**src/rtl/tifr_pkg.sv**
```systemverilog
package tifr_pkg;

  // flag indices used on the per-flag vectors (ack, enable, irq, flags)
  localparam int NFLAG  = 4;
  localparam int F_OVF  = 0;
  localparam int F_CMPA = 1;
  localparam int F_CMPB = 2;
  localparam int F_CAPT = 3;
  localparam int NCMP   = 2;

  // positions of the flags in the read/write register
  localparam int REG_W    = 8;
  localparam int BIT_OVF  = 0;
  localparam int BIT_CMPA = 1;
  localparam int BIT_CMPB = 2;
  localparam int BIT_CAPT = 5;

  // place the flag vector into the register image, reserved bits zero
  function automatic logic [REG_W-1:0] pack_flags(input logic [NFLAG-1:0] f);
    logic [REG_W-1:0] r;
    r           = '0;
    r[BIT_OVF]  = f[F_OVF];
    r[BIT_CMPA] = f[F_CMPA];
    r[BIT_CMPB] = f[F_CMPB];
    r[BIT_CAPT] = f[F_CAPT];
    return r;
  endfunction

  // pick the write-one-to-clear request per flag out of the bus data
  function automatic logic [NFLAG-1:0] w1c_pick(input logic [REG_W-1:0] w);
    logic [NFLAG-1:0] c;
    c[F_OVF]  = w[BIT_OVF];
    c[F_CMPA] = w[BIT_CMPA];
    c[F_CMPB] = w[BIT_CMPB];
    c[F_CAPT] = w[BIT_CAPT];
    return c;
  endfunction

  // next state of one sticky flag: a set event beats any clear
  function automatic logic flag_next(input logic q, input logic set, input logic clr);
    return set | (q & ~clr);
  endfunction

endpackage

```
**src/rtl/tifr_cmp_unit.sv**
```systemverilog
module tifr_cmp_unit #(
  parameter int CNT_W = 16
) (
  input  logic [CNT_W-1:0] cnt_i,
  input  logic [CNT_W-1:0] ocr_i,
  output logic             hit_o
);
  // equality during the current cycle; the flag cell latches it at the edge
  assign hit_o = (cnt_i == ocr_i);
endmodule

```
**src/rtl/tifr_set_mux.sv**
```systemverilog
module tifr_set_mux
  import tifr_pkg::*;
(
  input  logic [NCMP-1:0]  cmp_hit_i,
  input  logic             capt_evt_i,
  input  logic             icr_top_mode_i,
  input  logic             top_hit_i,
  input  logic             ovf_i,
  output logic             capt_src_o,
  output logic [NFLAG-1:0] set_o
);
  // capture flag source: TOP strobe when capture register is TOP, else pin event
  assign capt_src_o = icr_top_mode_i ? top_hit_i : capt_evt_i;

  always_comb begin
    set_o         = '0;
    set_o[F_OVF]  = ovf_i;
    set_o[F_CMPA] = cmp_hit_i[0];
    set_o[F_CMPB] = cmp_hit_i[1];
    set_o[F_CAPT] = capt_src_o;
  end
endmodule

```
**src/rtl/tifr_flag_cell.sv**
```systemverilog
module tifr_flag_cell
  import tifr_pkg::*;
(
  input  logic clk,
  input  logic rst_n,
  input  logic set_i,
  input  logic clr_i,
  output logic q_o
);
  always_ff @(posedge clk or negedge rst_n) begin
    if (!rst_n) q_o <= 1'b0;
    else        q_o <= flag_next(q_o, set_i, clr_i);
  end
endmodule

```
**src/rtl/timer_irq_flags.sv**
```systemverilog
module timer_irq_flags
  import tifr_pkg::*;
#(
  parameter int CNT_W = 16
) (
  input  logic                  clk,
  input  logic                  rst_n,
  input  logic [CNT_W-1:0]      cnt_i,
  input  logic [CNT_W-1:0]      ocr_a_i,
  input  logic [CNT_W-1:0]      ocr_b_i,
  input  logic                  capt_evt_i,
  input  logic                  icr_top_mode_i,
  input  logic                  top_hit_i,
  input  logic                  ovf_i,
  input  logic [NCMP-1:0]       force_i,
  input  logic [NFLAG-1:0]      ack_i,
  input  logic                  wr_en_i,
  input  logic [REG_W-1:0]      wr_data_i,
  input  logic [NFLAG-1:0]      irq_en_i,
  output logic [NFLAG-1:0]      flags_o,
  output logic [REG_W-1:0]      rd_data_o,
  output logic [NFLAG-1:0]      irq_o
);

  // named internal events, visible to the bound checker
  logic [NCMP-1:0]  cmp_hit;
  logic             capt_src;
  logic [NFLAG-1:0] set_vec;
  logic [NFLAG-1:0] sw_clr;
  logic [NFLAG-1:0] clr_vec;
  logic [CNT_W-1:0] ocr_arr [NCMP];

  // force strobes and reserved write bits reach no flag by definition
  logic unused_force;
  logic unused_rsvd;
  assign unused_force = ^force_i;
  assign unused_rsvd  = ^{wr_data_i[7:6], wr_data_i[4:3]};

  assign ocr_arr[0] = ocr_a_i;
  assign ocr_arr[1] = ocr_b_i;

  for (genvar c = 0; c < NCMP; c++) begin : g_cmp
    tifr_cmp_unit #(.CNT_W(CNT_W)) u_cmp (
      .cnt_i (cnt_i),
      .ocr_i (ocr_arr[c]),
      .hit_o (cmp_hit[c])
    );
  end

  tifr_set_mux u_mux (
    .cmp_hit_i      (cmp_hit),
    .capt_evt_i     (capt_evt_i),
    .icr_top_mode_i (icr_top_mode_i),
    .top_hit_i      (top_hit_i),
    .ovf_i          (ovf_i),
    .capt_src_o     (capt_src),
    .set_o          (set_vec)
  );

  assign sw_clr  = wr_en_i ? w1c_pick(wr_data_i) : '0;
  assign clr_vec = sw_clr | ack_i;

  for (genvar k = 0; k < NFLAG; k++) begin : g_flag
    tifr_flag_cell u_cell (
      .clk   (clk),
      .rst_n (rst_n),
      .set_i (set_vec[k]),
      .clr_i (clr_vec[k]),
      .q_o   (flags_o[k])
    );
  end

  assign rd_data_o = pack_flags(flags_o);
  assign irq_o     = flags_o & irq_en_i;

endmodule

```
**config.mk**
```make
export PLATFORM = sky130hd
export DESIGN_NAME = timer_irq_flags
export DESIGN_NICKNAME = d
export VERILOG_FILES = /design/src/rtl/tifr_pkg.sv /design/src/rtl/tifr_cmp_unit.sv /design/src/rtl/tifr_set_mux.sv /design/src/rtl/tifr_flag_cell.sv /design/src/rtl/timer_irq_flags.sv
export SDC_FILE = /design/constraint.sdc
export NUM_CORES = 1
export LEC_CHECK = 0
export CAP_MARGIN = 20
export CORE_AREA = 2 2 39 41
export DETAILED_ROUTE_END_ITERATION = 10
export DIE_AREA = 0 0 41 43
export DONT_BUFFER_PORTS = 1
export PLACE_DENSITY = 0.66
export SETUP_SLACK_MARGIN = 0.5
export SKIP_CTS_REPAIR_TIMING = 1
export SKIP_LAST_GASP = 1
export SYNTH_ARGS = -nofsm -noshare
export SYNTH_HDL_FRONTEND = slang
export SYNTH_SLANG_ARGS = --single-unit
```
**constraint.sdc**
```tcl
create_clock -name clk -period 0.8 [get_ports clk]
set_input_delay 0.16 -clock clk [delete_from_list [all_inputs] [get_ports clk]]
set_output_delay 0.16 -clock clk [all_outputs]
set_load 0.01 [all_outputs]
```
==> flow_metrics.env, run 1 <==
export IMPL_ys_ff_latch=4
export IMPL_max_cap_violations=0
export IMPL_worstPathCellList="buf_4"
export IMPL_max_flop_register="g_flag.u_cell.q_o"
export IMPL_whs_ns=-0.378
export IMPL_worstPathArrival_ns=0.79
export IMPL_cp_top_family="flip-flops"
export IMPL_power_density_nw_per_um2=1010
export IMPL_vias=494
export IMPL_ys_seq_area_share_pct=15.8
export IMPL_synthMuxAreaShare_pct=1.58
export IMPL_n_fill_cell=142
export IMPL_synth_top_family_by_area="XOR/XNOR gates"
export IMPL_die_y_um=43
export IMPL_h_tree_depth=1
export IMPL_post_route_drc_count=0
export IMPL_stdcell_count=90
export IMPL_dieArea_um2=1760
export IMPL_synth_cell_types=12
export IMPL_antenna_cells=0
export IMPL_port_buffers=0
export IMPL_dp_slack_ns=-0.147
export IMPL_grt_max_degree=5
export IMPL_skew_ns=0
export IMPL_ant_nets=0
export IMPL_cp_num_buf_inv=1
export IMPL_rsz0062_at_grt="true"
export IMPL_synth_warnings=0
export IMPL_r2r_cells=1
export IMPL_gp_congestion=0.662
export IMPL_insertion_delay_ns=0.23
export IMPL_dp_cells=87
export IMPL_avgSynthCellArea_um2=8.33
export IMPL_required_ns=0.64
export IMPL_run_status="complete, but fails checks"
export IMPL_setup_viol=12
export IMPL_core_area_um2=1380
export IMPL_largest_register_ff_count=4
export IMPL_synthXorXnorAreaFrac_pct=44.3
export IMPL_synth_edf_count=0
export IMPL_ctsRootBufferMaster="clkbuf_4"
export IMPL_nets=149
export IMPL_startpoint="g_flag[3].u_cell.q_o"
export IMPL_first_global_vias=536
export IMPL_drt_pass1_iter_count=2
export IMPL_cts_buffers=3
export IMPL_hold_viol_final=4
export IMPL_drt_total_wl_um=1310
export IMPL_die_width_um=41
export IMPL_min_path_type="primary input to async pin"
export IMPL_reg2reg_from="g_flag[0].u_cell.q_o"
export IMPL_place_area_um2=614
export IMPL_synth_compound_area_share_pct=1.38
export IMPL_synth_adder_area_share_pct=0
export IMPL_viasPerCell=5.49
export IMPL_ff2ff_setup_slack_ns=0.09
export IMPL_io_pins=89
export IMPL_yosys_area_top_type="xor2_1"
export IMPL_grtUsageTotal_pct=16.0
export IMPL_area_growth_pct=7.31
export IMPL_yosysTopAreaCellShare_pct=44.3
export IMPL_period_needed_ns=0.950
export IMPL_start_util_pct=45.8
export IMPL_ys_flop_type="dfrtp_1"
export IMPL_fin_area_um2=679
export IMPL_p_leak_nw=0.306
export IMPL_setup_ws_ns=-0.150
export IMPL_ir_worst_vdd_v=0.000345
export IMPL_drv_slew=0
export IMPL_slowest_stage="dfrtp_1"
export IMPL_synth_commonest_cells="xor2_1 (32), buf_4 (12), nor4_1 (8)"
export IMPL_regToRegEndpoint="g_flag[0].u_cell.q_o"
export IMPL_grt_ovfl_total=0
export IMPL_core_rowCount=14
export IMPL_reg_top3="g_flag.u_cell.q_o x4"
export IMPL_cpPeakStageDelay_ns=0.39
export IMPL_dp_final_hpwl_um=1180
export IMPL_cp_depth=1
export IMPL_grt_pass1_wl_um=1900
export IMPL_crit_type="flop to primary output"
export IMPL_cp_start_kind="flop"
export IMPL_cts_tree="yes"
export IMPL_clockBufferDepth=2
export IMPL_crit_path_max_fanout=3
export IMPL_cp_end_kind="primary output"
export IMPL_synth_area_um2=633
export IMPL_failed_checks="hold timing, setup timing"
export IMPL_syn_inst=76
export IMPL_clock_sinks=4
export IMPL_clk_pin_slew_ns=0.04
export IMPL_synth_simple_area_share_pct=21.5
export IMPL_grt_antenna_before_repair=0
export IMPL_layout_drive_gt1_share_pct=23.0
export IMPL_wire_per_inst_um=14.5
export IMPL_period_share_pct=119
export IMPL_async_flop_share_pct=100
export IMPL_drtIter0Drc=4
export IMPL_synth_most_common_cell="xor2_1"
export IMPL_timing_fmax_mhz=1050
export IMPL_yosys_top_cells_area="xor2_1 (44%), dfrtp_1 (16%), buf_4 (14%), nor4_1 (7.9%), nand2_1 (4.2%)"
-- cell type report --
cell class / count / area (um2) / share of cell area [%]
Clock buffer: 3 / 22.5 / 3.31
Inverter: 1 / 3.75 / 0.552
Tap cell: 16 / 20.0 / 2.95
Timing Repair Buffer: 4 / 41.3 / 6.08
Sequential cell: 4 / 100 / 14.7
Multi-Input combinational cell: 62 / 492 / 72.4
-- worst max path at each step --
stage	to	slack [ns]
after floorplan	g_flag[1].u_cell.q_o	0.02
after global placement	g_flag[2].u_cell.q_o	-0.13
after detailed placement	g_flag[2].u_cell.q_o	-0.15
after CTS	rd_data_o[5]	-0.16
after global routing	rd_data_o[5]	-0.17
final	rd_data_o[5]	-0.15
-- kinds of logic after synthesis --
logic type | Yosys count
xor gates and xnor gates | 32
AOI/OAI and AO/OA | 1
other | 1
buffers and inverters | 13
and+or+nand+nor | 24
DFF | 4
muxes | 1
-- report_power, final --
part           switching [W]  total, W  internal (W)
logic               0.000107  0.000224      0.000118
registers         0.00000795  0.000220      0.000212
clock network      0.0000768  0.000244      0.000167
-- routing by layer --
metal,vias up,wire length (um),GRT usage [%]
li1,233,-,-
met1,218,370,14.5
met2,43,805,29.1
met3,0,133,0.524
met4,0,0,13.3
met5,-,0,0
-- cell usage in the layout, fill, tap and decap left out --
master,instances
clkbuf_4,3
dfrtp_1,4
and2_4,4
mux2i_1,1
buf_6,3
nand3b_1,3
inv_1,1
nand4_1,2
nor4_1,3
a31o_2,1
conb_1,4
nor4_2,5
xor2_1,32
buf_4,1
nand2_1,7
-- metrics by stage --
stage / hold WS (ns) / utilization (%) / total power, W / TNS, ns
after detailed placement: -0.135 / 44.4 / 0.000421 / -0.216
after floorplan: -0.136 / - / 0.000437 / 0
after global routing: -0.391 / 49.1 / 0.000743 / -1.92
final: -0.378 / 49.1 / 0.000688 / -1.61
after global placement: -0.135 / 44.4 / 0.000414 / -0.232
after CTS: -0.388 / 46.0 / 0.000679 / -1.80
(Power assumes the default switching activity.)
==> inputs of run 2 (changes only) <==
--- a/config.mk
+++ b/config.mk
@@ -10,7 +10,8 @@
 export DETAILED_ROUTE_END_ITERATION = 10
 export DIE_AREA = 0 0 41 43
 export DONT_BUFFER_PORTS = 1
-export PLACE_DENSITY = 0.66
+export PLACE_DENSITY_LB_ADDON = 0.3
+export RECOVER_POWER = 100
 export SETUP_SLACK_MARGIN = 0.5
 export SKIP_CTS_REPAIR_TIMING = 1
 export SKIP_LAST_GASP = 1
==> run 2 against run 1 <==
The run still ends with hold timing, setup timing left. First-iteration DRC count down 75%. Critical path depth did not move. Power fell by 1.0%. Wire length rose by 3.5%. Global-route usage down 0.32 points. Count of clock-buffer cells in the layout unchanged. Clock skew stayed put. Hold slack gained 0.0016 ns. Non-clock buffer count increased by 2. Setup slack improved by 0.0072 ns. Register-to-register slack worse by 0.13 ns. Via count increased by 1.4%. Largest power group unchanged.
==> flow_metrics.env, run 2 (synthesis results as in run 1) <==
export IMPL_h_tree_depth=1
export IMPL_clock_sinks=4
export IMPL_timing_fmax_mhz=1060
export IMPL_reg_top3="g_flag.u_cell.q_o x4"
export IMPL_grt_antenna_before_repair=0
export IMPL_slowest_stage="dfrtp_1"
export IMPL_setup_tns_ns=-1.61
export IMPL_ant_nets=0
export IMPL_first_global_vias=523
export IMPL_regToRegEndpoint="g_flag[0].u_cell.q_o"
export IMPL_power_density_nw_per_um2=998
export IMPL_drt_pass1_iter_count=3
export IMPL_n_fill_cell=146
export IMPL_layout_drive_gt1_share_pct=22.4
export IMPL_antenna_cells=0
export IMPL_core_area_um2=1380
export IMPL_grt_ovfl_total=0
export IMPL_min_path_type="primary input to async pin"
export IMPL_max_flop_register="g_flag.u_cell.q_o"
export IMPL_io_pins=89
export IMPL_skew_ns=0
export IMPL_crit_path_max_fanout=3
export IMPL_vias=501
export IMPL_multi_input_area_um2=480
export IMPL_die_width_um=41
export IMPL_failed_checks="hold timing, setup timing"
export IMPL_insertion_delay_ns=0.23
export IMPL_cts_tree="yes"
export IMPL_clockBufferDepth=2
export IMPL_core_rowCount=14
export IMPL_largest_register_ff_count=4
export IMPL_required_ns=0.64
export IMPL_run_status="complete, but fails checks"
export IMPL_setup_viol=13
export IMPL_period_share_pct=118
export IMPL_whs_ns=-0.376
export IMPL_ctsRootBufferMaster="clkbuf_4"
export IMPL_register_area_um2=100
export IMPL_viasPerCell=5.45
export IMPL_drtIter0Drc=1
export IMPL_mostFrequentLayoutCells="xor2_1 (31), nand2_1 (7), nor4_1 (6)"
export IMPL_drv_slew=0
export IMPL_cp_start_kind="flop"
export IMPL_cp_end_kind="primary output"
export IMPL_rsz0062_at_grt="true"
export IMPL_reg2reg_from="g_flag[0].u_cell.q_o"
export IMPL_dp_final_hpwl_um=1210
export IMPL_r2r_cells=2
export IMPL_p_leak_nw=0.316
export IMPL_dp_cells=87
export IMPL_period_needed_ns=0.943
export IMPL_stdcell_count=92
export IMPL_post_route_drc_count=0
export IMPL_hold_viol_final=4
export IMPL_final_common_cell="xor2_1"
export IMPL_max_cap_violations=0
export IMPL_port_buffers=0
export IMPL_ir_worst_vdd_v=0.000484
export IMPL_start_util_pct=45.8
export IMPL_cp_num_buf_inv=0
export IMPL_worstPathCellList="and2_4"
export IMPL_nets=151
export IMPL_die_y_um=43
export IMPL_worstPathArrival_ns=0.78
export IMPL_setup_ws_ns=-0.143
export IMPL_cp_top_family="flip-flops"
export IMPL_grt_pass1_wl_um=1930
export IMPL_wire_per_inst_um=14.7
export IMPL_cp_depth=1
export IMPL_clk_pin_slew_ns=0.04
export IMPL_grtUsageTotal_pct=15.7
export IMPL_gp_congestion=0.652
export IMPL_ff2ff_setup_slack_ns=-0.04
export IMPL_drt_total_wl_um=1360
export IMPL_cpPeakStageDelay_ns=0.39
export IMPL_dieArea_um2=1760
export IMPL_cts_buffers=3
export IMPL_area_growth_pct=7.91
export IMPL_grt_max_degree=5
export IMPL_crit_type="flop to primary output"
==> run 2: how the worst max path moves through the flow <==
stage	from	slack, ns	end
3_3_place_gp	cnt_i[12]	-0.13	g_flag[2].u_cell.q_o
3_5_place_dp	cnt_i[12]	-0.12	g_flag[2].u_cell.q_o
2_1_floorplan	ocr_a_i[9]	0.02	g_flag[1].u_cell.q_o
6_report	g_flag[2].u_cell.q_o	-0.14	irq_o[2]
4_1_cts	g_flag[2].u_cell.q_o	-0.16	rd_data_o[2]
5_1_grt	g_flag[3].u_cell.q_o	-0.17	flags_o[3]
==> run 2: layer usage <==
| layer | part of all wire (%) | GRT usage [%] | wire length, um |
|---|---|---|---|
| met3 | 12 | 3.14 | 166 |
| met4 | 0 | 7.33 | 0 |
| met2 | 59 | 29.1 | 806 |
| met1 | 28 | 14.8 | 382 |
| met5 | 0 | 0 | 0 |
==> run 2: cell type report <==
cell class,instances,share of cell area [%]
multi-input combinational,62,70.3
sequential,4,14.7
timing repair buffer,6,8.24
clock buffer,3,3.30
tap,16,2.93
inverter,1,0.549
==> run 2: through the flow <==
stage	hold WS, ns	total power, W	area (um2)	worst slack (ns)	utilization (%)
after detailed placement	-0.135	0.000420	614	-0.115	44.4
after CTS	-0.386	0.000678	637	-0.161	46.0
after global routing	-0.388	0.000737	683	-0.174	49.4
final	-0.376	0.000681	683	-0.143	49.4
after global placement	-0.135	0.000414	614	-0.128	44.4
after floorplan	-0.136	0.000437	684	0.0169	-
==> run 2: power breakdown <==
| group | leakage [nW] | switching, W | internal (W) |
|---|---|---|---|
| combinational | 0.252 | 0.0000978 | 0.000120 |
| clock | 0.0138 | 0.0000771 | 0.000167 |
| sequential | 0.0501 | 0.00000698 | 0.000212 |
==> inputs of run 3 (changes only) <==
==> constraint.sdc (replaced) <==
create_clock -name clk -period 1.1 [get_ports clk]
set_input_delay 0.22 -clock clk [delete_from_list [all_inputs] [get_ports clk]]
set_output_delay 0.22 -clock clk [all_outputs]
set_load 0.01 [all_outputs]
==> run 3 against run 2 <==
The flow now finishes without violations. Critical path depth unchanged. Sequential share of layout area increased by 0.91 points. Hold slack improved by 0.47 ns. Die area unchanged. Sequential power decreased by 23%. Register-to-register slack improved by 0.27 ns. Clock skew unchanged. Wire length decreased by 4.1%. Final cell count decreased by 2.2%. Via count increased by 1.4%. Critical endpoint is now irq_o[3]. Largest cell class unchanged. Largest power group unchanged.
==> flow_metrics.env, run 3 (synthesis results as in run 1) <==
export IMPL_period_needed_ns=1.07
export IMPL_fin_util_pct=47.6
export IMPL_antenna_cells=0
export IMPL_min_path_type="primary input to flop"
export IMPL_cp_end_kind="primary output"
export IMPL_crit_type="flop to primary output"
export IMPL_drv_slew=0
export IMPL_period_share_pct=97.3
export IMPL_dieArea_um2=1760
export IMPL_power_density_nw_per_um2=743
export IMPL_ir_worst_vdd_v=0.000273
export IMPL_whs_ns=0.0920
export IMPL_core_area_um2=1380
export IMPL_worstPathArrival_ns=0.85
export IMPL_final_common_cell="xor2_1"
export IMPL_timing_fmax_mhz=934
export IMPL_clock_sinks=4
export IMPL_drt_pass1_iter_count=3
export IMPL_insertion_delay_ns=0.23
export IMPL_nets=149
export IMPL_core_rowCount=14
export IMPL_die_y_um=43
export IMPL_cp_num_buf_inv=0
export IMPL_first_global_vias=515
export IMPL_max_cap_violations=0
export IMPL_hold_depth=1
export IMPL_dp_final_hpwl_um=1150
export IMPL_reg2reg_from="g_flag[2].u_cell.q_o"
export IMPL_max_flop_register="g_flag.u_cell.q_o"
export IMPL_h_tree_depth=1
export IMPL_hold_start="ovf_i"
export IMPL_grt_antenna_before_repair=0
export IMPL_cts_buffers=3
export IMPL_holdPathEnd="g_flag[0].u_cell.q_o"
export IMPL_port_buffers=0
export IMPL_n_fill_cell=158
export IMPL_largest_register_ff_count=4
export IMPL_cp_start_kind="flop"
export IMPL_setup_tns_ns=0
export IMPL_dp_slack_ns=0.126
export IMPL_grt_pass1_wl_um=1930
export IMPL_vias=508
export IMPL_drtIter0Drc=4
export IMPL_register_area_um2=103
export IMPL_cpPeakStageDelay_ns=0.45
export IMPL_required_ns=0.88
export IMPL_clk_pin_slew_ns=0.04
export IMPL_multi_input_area_um2=480
export IMPL_hold_viol_final=0
export IMPL_mostFrequentLayoutCells="xor2_1 (32), nand2_1 (7), nor4_2 (4), nor4_1 (4), conb_1 (4)"
export IMPL_viasPerCell=5.64
export IMPL_slowest_stage="dfrtp_2"
export IMPL_post_route_drc_count=0
export IMPL_ant_nets=0
export IMPL_cp_top_family="flip-flops"
export IMPL_gp_congestion=0.650
export IMPL_grt_ovfl_total=0
export IMPL_dp_cells=85
export IMPL_cts_tree="yes"
export IMPL_setup_ws_ns=0.0298
export IMPL_run_status="complete, no violations"
export IMPL_rsz0062_at_grt="true"
export IMPL_ctsRootBufferMaster="clkbuf_4"
export IMPL_wire_per_inst_um=14.4
export IMPL_setup_viol=0
export IMPL_crit_path_max_fanout=4
export IMPL_drt_total_wl_um=1300
export IMPL_clockBufferDepth=2
export IMPL_ff2ff_setup_slack_ns=0.23
export IMPL_grt_max_degree=5
export IMPL_p_leak_nw=0.292
export IMPL_start_util_pct=45.8
export IMPL_die_width_um=41
export IMPL_reg_top3="g_flag.u_cell.q_o x4"
export IMPL_regToRegEndpoint="g_flag[2].u_cell.q_o"
export IMPL_layout_drive_gt1_share_pct=18.9
export IMPL_area_growth_pct=4.15
export IMPL_skew_ns=0
export IMPL_worstPathCellList="and2_4"
export IMPL_grtUsageTotal_pct=15.8
export IMPL_io_pins=89
export IMPL_r2r_cells=3
export IMPL_stdcell_count=90
-- run 3: area by class of cell --
class,count,area share (%)
clock buffers,3,3.42
multi-input cells,62,72.9
inverters,1,0.569
well taps,16,3.04
flip-flops and latches,4,15.6
repair buffers,4,4.55
-- run 3: report_power, final --
group / switching [W] / internal, W
combinational: 0.0000658 / 0.0000779
sequential: 0.0000134 / 0.000155
clock: 0.0000558 / 0.000122
-- run 3: how the worst max path moves through the flow --
stage / from / endpoint / slack [ns] / depth (start not counted)
finish: g_flag[3].u_cell.q_o / irq_o[3] / 0.03 / 1
global placement: cnt_i[12] / g_flag[2].u_cell.q_o / 0.1 / 4
detailed placement: cnt_i[12] / g_flag[2].u_cell.q_o / 0.13 / 4
CTS: g_flag[3].u_cell.q_o / irq_o[3] / -0.04 / 1
global route: g_flag[3].u_cell.q_o / irq_o[3] / -0.02 / 1
floorplan: ocr_a_i[9] / g_flag[1].u_cell.q_o / 0.26 / 4
-- run 3: layer usage --
metal | vias to the layer above | routed length, um | part of all wire [%] | GRT usage [%]
li1 | 232 | - | - | -
met1 | 227 | 347 | 27 | 16.1
met2 | 47 | 764 | 59 | 26.9
met3 | 2 | 171 | 13 | 5.76
met4 | 0 | 17 | 1.3 | 6.67
met5 | - | 0 | 0 | 0
-- run 3: metrics by stage --
| step | power (W) | cell area (um2) |
|---|---|---|
| 3_5_place_dp | 0.000294 | 599 |
| 4_1_cts | 0.000480 | 622 |
| 3_3_place_gp | 0.000292 | 599 |
| 2_1_floorplan | 0.000318 | 684 |
| 5_1_grt | 0.000533 | 659 |
| 6_report | 0.000490 | 659 |
